`config.mk`:
```
export PLATFORM = sky130hd
export DESIGN_NAME = ext_irq_front
export DESIGN_NICKNAME = d
export VERILOG_FILES = /design/src/rtl/eirq_pkg.sv /design/src/rtl/eirq_sense_cell.sv /design/src/rtl/eirq_lowlevel_det.sv /design/src/rtl/eirq_prio_enc.sv /design/src/rtl/eirq_gie_ctl.sv /design/src/rtl/ext_irq_front.sv
export SDC_FILE = /design/constraint.sdc
export NUM_CORES = 1
export LEC_CHECK = 0
export CORE_MARGIN = 2
export CORE_UTILIZATION = 31
export CTS_CLUSTER_SIZE = 28
export DETAILED_ROUTE_END_ITERATION = 6
export GPL_ROUTABILITY_DRIVEN = 0
export GPL_TIMING_DRIVEN = 0
export PLACE_DENSITY = 0.86
export SLEW_MARGIN = 25
export SYNTH_ARGS = -nofsm -noshare
export SYNTH_HDL_FRONTEND = slang
export SYNTH_SLANG_ARGS = --single-unit
```
`constraint.sdc`:
```
create_clock -name clk -period 1.55 [get_ports clk]
set_input_delay 0.2325 -clock clk [delete_from_list [all_inputs] [get_ports clk]]
set_output_delay 0.2325 -clock clk [all_outputs]
set_load 0.01 [all_outputs]
```
`src/rtl/eirq_pkg.sv`:
```
package eirq_pkg;

   typedef enum logic [1:0] {
      SENSE_LEVEL  = 2'b00,
      SENSE_TOGGLE = 2'b01,
      SENSE_FALL   = 2'b10,
      SENSE_RISE   = 2'b11
   } sense_e;

   // edge qualification for one pin given its previous and present sample
   function automatic logic edge_hit(sense_e mode, logic prv, logic cur);
      logic hit;
      unique case (mode)
         SENSE_TOGGLE: hit = prv ^ cur;
         SENSE_FALL:   hit = prv & ~cur;
         SENSE_RISE:   hit = ~prv & cur;
         default:      hit = 1'b0;
      endcase
      return hit;
   endfunction

endpackage

```
`src/rtl/eirq_sense_cell.sv`:
```
module eirq_sense_cell
   import eirq_pkg::*;
(
   input  logic       clk,
   input  logic       rst_n,
   input  logic       pin,
   input  logic [1:0] sense,
   input  logic       clr_i,
   output logic       flag_o,
   output logic       pend_o
);

   logic   prev_q;
   logic   primed_q;
   logic   flag_q;
   logic   hit;
   sense_e mode;

   assign mode = sense_e'(sense);
   assign hit  = primed_q & edge_hit(mode, prev_q, pin);

   always_ff @(posedge clk or negedge rst_n) begin
      if (!rst_n) begin
         prev_q   <= 1'b0;
         primed_q <= 1'b0;
         flag_q   <= 1'b0;
      end else begin
         prev_q   <= pin;
         primed_q <= 1'b1;
         if (hit)        flag_q <= 1'b1;
         else if (clr_i) flag_q <= 1'b0;
      end
   end

   assign flag_o = flag_q;
   assign pend_o = flag_q | ((mode == SENSE_LEVEL) & ~pin);

endmodule

```
`src/rtl/eirq_lowlevel_det.sv`:
```
module eirq_lowlevel_det #(
   parameter int unsigned PORT_W  = 8,
   parameter bit          ENABLED = 1'b1
) (
   input  logic [PORT_W-1:0] port_pins,
   input  logic              lvl_en,
   output logic              pend_o
);

   generate
      if (ENABLED) begin : g_det
         assign pend_o = lvl_en & ~(&port_pins);
      end else begin : g_none
         logic unused_inputs;
         assign unused_inputs = lvl_en ^ (^port_pins);
         assign pend_o        = 1'b0;
      end
   endgenerate

endmodule

```
`src/rtl/eirq_prio_enc.sv`:
```
module eirq_prio_enc #(
   parameter int unsigned NSRC  = 3,
   parameter int unsigned VEC_W = 2
) (
   input  logic [NSRC-1:0]  src_req,
   output logic             valid_o,
   output logic [VEC_W-1:0] vec_o
);

   always_comb begin
      vec_o = '0;
      for (int i = NSRC - 1; i >= 0; i--) begin
         if (src_req[i]) vec_o = VEC_W'(i + 1);
      end
   end

   assign valid_o = |src_req;

endmodule

```
`src/rtl/eirq_gie_ctl.sv`:
```
module eirq_gie_ctl (
   input  logic clk,
   input  logic rst_n,
   input  logic take_i,
   input  logic return_i,
   output logic gie_o
);

   logic gie_q;

   always_ff @(posedge clk or negedge rst_n) begin
      if (!rst_n)        gie_q <= 1'b0;
      else if (take_i)   gie_q <= 1'b0;
      else if (return_i) gie_q <= 1'b1;
   end

   assign gie_o = gie_q;

endmodule

```
`src/rtl/ext_irq_front.sv`:
```
module ext_irq_front #(
   parameter int unsigned NUM_EXT        = 2,
   parameter int unsigned PORT_W         = 8,
   parameter bit          HAS_LEVEL_SRC  = 1'b1,
   parameter int unsigned VEC_W          = $clog2(NUM_EXT + 2)
) (
   input  logic                 clk,
   input  logic                 rst_n,
   input  logic [NUM_EXT-1:0]   ext_pin,
   input  logic [PORT_W-1:0]    port_pins,
   input  logic [2*NUM_EXT-1:0] sense_cfg,
   input  logic [NUM_EXT-1:0]   ext_en,
   input  logic                 lvl_en,
   input  logic [NUM_EXT-1:0]   flag_clr,
   input  logic                 irq_return,
   input  logic                 ack_valid,
   input  logic [VEC_W-1:0]     ack_vec,
   output logic                 req_valid,
   output logic [VEC_W-1:0]     req_vec,
   output logic [NUM_EXT-1:0]   flags_o,
   output logic                 gie_o
);

   localparam int unsigned NSRC    = NUM_EXT + 1;
   localparam int unsigned LVL_IDX = NUM_EXT;

   generate
      if (NUM_EXT < 1) begin : g_bad_ext
         $error("ext_irq_front: NUM_EXT must be at least 1");
      end
      if (PORT_W < 1) begin : g_bad_port
         $error("ext_irq_front: PORT_W must be at least 1");
      end
      if ((1 << VEC_W) < NUM_EXT + 2) begin : g_bad_vec
         $error("ext_irq_front: VEC_W too narrow for the vector set");
      end
   endgenerate

   logic [NUM_EXT-1:0] pend;
   logic [NUM_EXT-1:0] clr_any;
   logic [NSRC-1:0]    src_req;
   logic               lvl_pend;
   logic               gie;

   generate
      for (genvar i = 0; i < NUM_EXT; i++) begin : g_pin
         assign clr_any[i] = flag_clr[i] | (ack_valid & (ack_vec == VEC_W'(i + 1)));

         eirq_sense_cell cell_i (
            .clk    (clk),
            .rst_n  (rst_n),
            .pin    (ext_pin[i]),
            .sense  (sense_cfg[2*i +: 2]),
            .clr_i  (clr_any[i]),
            .flag_o (flags_o[i]),
            .pend_o (pend[i])
         );

         assign src_req[i] = pend[i] & ext_en[i] & gie;
      end
   endgenerate

   eirq_lowlevel_det #(
      .PORT_W  (PORT_W),
      .ENABLED (HAS_LEVEL_SRC)
   ) lvl_i (
      .port_pins (port_pins),
      .lvl_en    (lvl_en),
      .pend_o    (lvl_pend)
   );

   assign src_req[LVL_IDX] = lvl_pend & gie;

   eirq_prio_enc #(
      .NSRC  (NSRC),
      .VEC_W (VEC_W)
   ) prio_i (
      .src_req (src_req),
      .valid_o (req_valid),
      .vec_o   (req_vec)
   );

   eirq_gie_ctl gie_i (
      .clk      (clk),
      .rst_n    (rst_n),
      .take_i   (ack_valid),
      .return_i (irq_return),
      .gie_o    (gie)
   );

   assign gie_o = gie;

endmodule

```
==> results of run 1 <==
state kept, by name, summed over array words and instances (netlist names):
name,cells
g_pin.cell_i.flag_o,2
g_pin.cell_i.prev_q,2
g_pin.cell_i.primed_q,1
gie_i.gie_o,1
through the flow:
step	hold slack, ns	power (uW)	cells
final	0.238	449	92
after global routing	0.260	478	92
after CTS	0.239	459	92
after detailed placement	0.497	330	89
after global placement	0.492	324	89
after floorplan	-0.0631	224	44
synth_stat cells:
cell type	instances
nor3_1	2
mux2_1	1
nand3_1	1
nand4_1	2
o211a_1	1
ha_1	4
o21ai_1	1
nand3b_1	2
nor3b_1	1
conb_1	1
nor2_1	3
a21boi_0	1
a22oi_1	1
buf_4	2
nor2b_1	1
dfrtp_1	6
o21ai_0	3
o211ai_1	3
nand2_1	1
a21oi_1	1
inv_1	5
mux2_2	1
final timing paths:
check | cells after the start | slack, ns | endpoint | start
max in group asynchronous | 1 | 1.07 | gie_i.gie_o | rst_n
worst min-delay path | 1 | 0.24 | g_pin[0].cell_i.prev_q | rst_n
worst max register to register | 5 | 0.34 | g_pin[0].cell_i.flag_o | g_pin[0].cell_i.prev_q
worst max-delay path | 2 | 0.07 | flags_o[1] | g_pin[1].cell_i.flag_o
min in group clk | 1 | 0.33 | g_pin[1].cell_i.prev_q | ext_pin[1]
worst min register to register | 2 | 0.51 | g_pin[0].cell_i.flag_o | g_pin[1].cell_i.primed_q
power by group:
group | total, uW | switching (uW) | internal, uW
registers | 178 | 9.72 | 169
clock network | 137 | 50.0 | 87.2
logic | 133 | 50.2 | 83.2
total | 449 | 110 | 339
what timing repair did:
| action | CTS | global route |
|---|---|---|
| pin swaps | 6 | 1 |
| resized for setup | 30 | 2 |
| setup endpoints to repair | 3 | 4 |
| gates cloned | 0 | 0 |
cells in the final DEF (no fill, tap or decap):
cell type        count
buf_4                2
mux2_2               1
o211ai_1             3
clkdlybuf4s50_1     13
dlymetal6s2s_1       1
nor3_2               2
nor2_1               3
nand3b_1             2
inv_1                5
nand3_1              1
nand4_1              2
mux2_1               1
o21ai_0              2
nor2b_1              1
o211a_1              1
o21ai_1              2
conb_1               1
nor3b_1              1
a22oi_1              1
dfrtp_1              5
dlygate4sd2_1       13
buf_2                3
ha_1                 4
a21oi_1              1
a21boi_2             1
nand2_1              1
clkbuf_4             3
dfrtp_2              1
routing by layer:
layer  track usage (%)  wire length, um  vias to the layer above
li1                  -                -                      224
met1              17.8              402                      217
met2              25.0              671                       10
met3              1.67               38                        0
met4              7.76                0                        0
met5                 0                0                        -
cell families (layout without fill, tap and decap cells):
logic type | Yosys count | after routing | share of synthesized area, %
flip-flops | 6 | 6 | 37.2
buffers and inverters | 7 | 40 | 8.36
AO/OA/AOI/OAI | 11 | 11 | 18.0
AND/OR/NAND/NOR | 13 | 13 | 17.6
multiplexers | 2 | 2 | 5.57
adder cells (fa/ha/maj) | 4 | 4 | 12.4
other | 1 | 1 | 0.928
area by class of cell:
cell class | instances | area share, %
tap | 15 | 2.56
multi-input combinational | 31 | 32.0
clock buffer | 3 | 3.08
buffer | 2 | 2.05
sequential | 6 | 20.7
timing repair buffer | 30 | 37.1
inverter | 5 | 2.56
worst max-delay path, stage by stage (launching register included):
cell	delay (ns)
dfrtp_1	0.38
buf_4	0.12
clkdlybuf4s50_1	0.51
==> impl_results.md, run 1 <==
* Maximum clock rate at ~670 MHz
* PnR worst setup slack at a little under 0.07 ns
* Clock slew seen by the registers of the worst setup and hold paths at about 0.05 ns
* Area grow syn2layout at 81.1%
* DP Wirelength at about 950 um
* Post-route DRC at 0
* Post-place setup slack at -0.557 ns
* Boundary pin count at 31
* Final Slew Violations at 0
* Initial Utilization at roughly 32%
* Post-Synthesis Cells at 44
* Hold Fails Final Rpt at 0
* Distinct cells, synth at 22
* Fill count at ~120
* Hold Buf Count CTS at 0
* Initial DRC count at 2
* Worst min path class: in2async
* I/O Buffers at 30
* Critical path arrival at 1.25 ns
* RSZ-0062 raised after global routing: false
* Final nets at roughly 110
* Yosys warnings at 0
* WL/cell at between 10 and 15 um
* Leak at ~0.00037 uW
* FF/Latch Area at approximately 150 sq um
* Post-Syn Nets at 73
* Top-area cell type share of the netlist area at a little under two fifths
* Synthesized flop and latch total at 6
* Syn avg cell area at between 9 and 10 sq um
* Post-route antenna net violation count at 0
* Final Skew at 0.00335 ns
* Clk Latency, worst-skew pair at ~0.24 ns
* VDD IR max at 0.403 mV
* Max Cap Violations at 0
* FP Rows at 13
* Vias at ~450
* Final min period at approximately 1.5 ns
* Gr ovfl total at 0
* Diode count at 0
* Power per Cell Area at between 600 and 700 nW/um^2
* CTS root buf: clkbuf_4
* Ranking of synthesized cells by area: dfrtp_1 37%, ha_1 12%, o211ai_1 5.6%
* Setup crit start kind: register
* Status: complete, no violations
* First-pass GRT wire length at 1540 um
* Final Setup Violations at 0
* H-tree depth at 1
* Die W at 40.1 um
* Placed Area at between 700 and 800 sq um
* Die H at between 40 and 50 um
* Number of global-route vias before repair at about 380
* Core area at 1250 sq um
* CTS sink count at 6
* Sequential share of the synthesized area at between 30% and 40%
* Final Cell Area at about 730 sq um
* WS Path Type: reg2out
* Die area at about 1600 sq um
* Initial antenna violation count at 0
* TritonCTS clock tree: done
* Post-CTS Setup Inserts at 0
* GR Util All Layers at 14.7%
* Layout cells sized above 1 at approximately 17%
* Clock Path Buffers at 2
* TritonCTS Buffers at 3
* CP Capture Type: primary output
* Via density at 4.90
* Post-synth top area cell: dfrtp_1
* Post-Syn Area at around 400 sq um
* Drt pass-1 iters at 3
* Tcrit/Tclk final at around 96%
* Worst EP required at ~1.3 ns
* TNS Setup at 0 ns
* Finished Core Util at between 50 and 60%
* Area of the multi-input gates at ~230 sq um
* Total Wirelength at between 1000 and 1500 um
* Pin count of the biggest net entering global routing at 7
* Worst-path fanout max at 4
Note: power is estimated with default switching activity, not from simulation.
==> run 2: changes to the inputs <==
- HOLD_SLACK_MARGIN: not set -> 0.06
==> results of run 2 <==
Same layout as run 1: the final DEF is identical, and so are final timing and power.
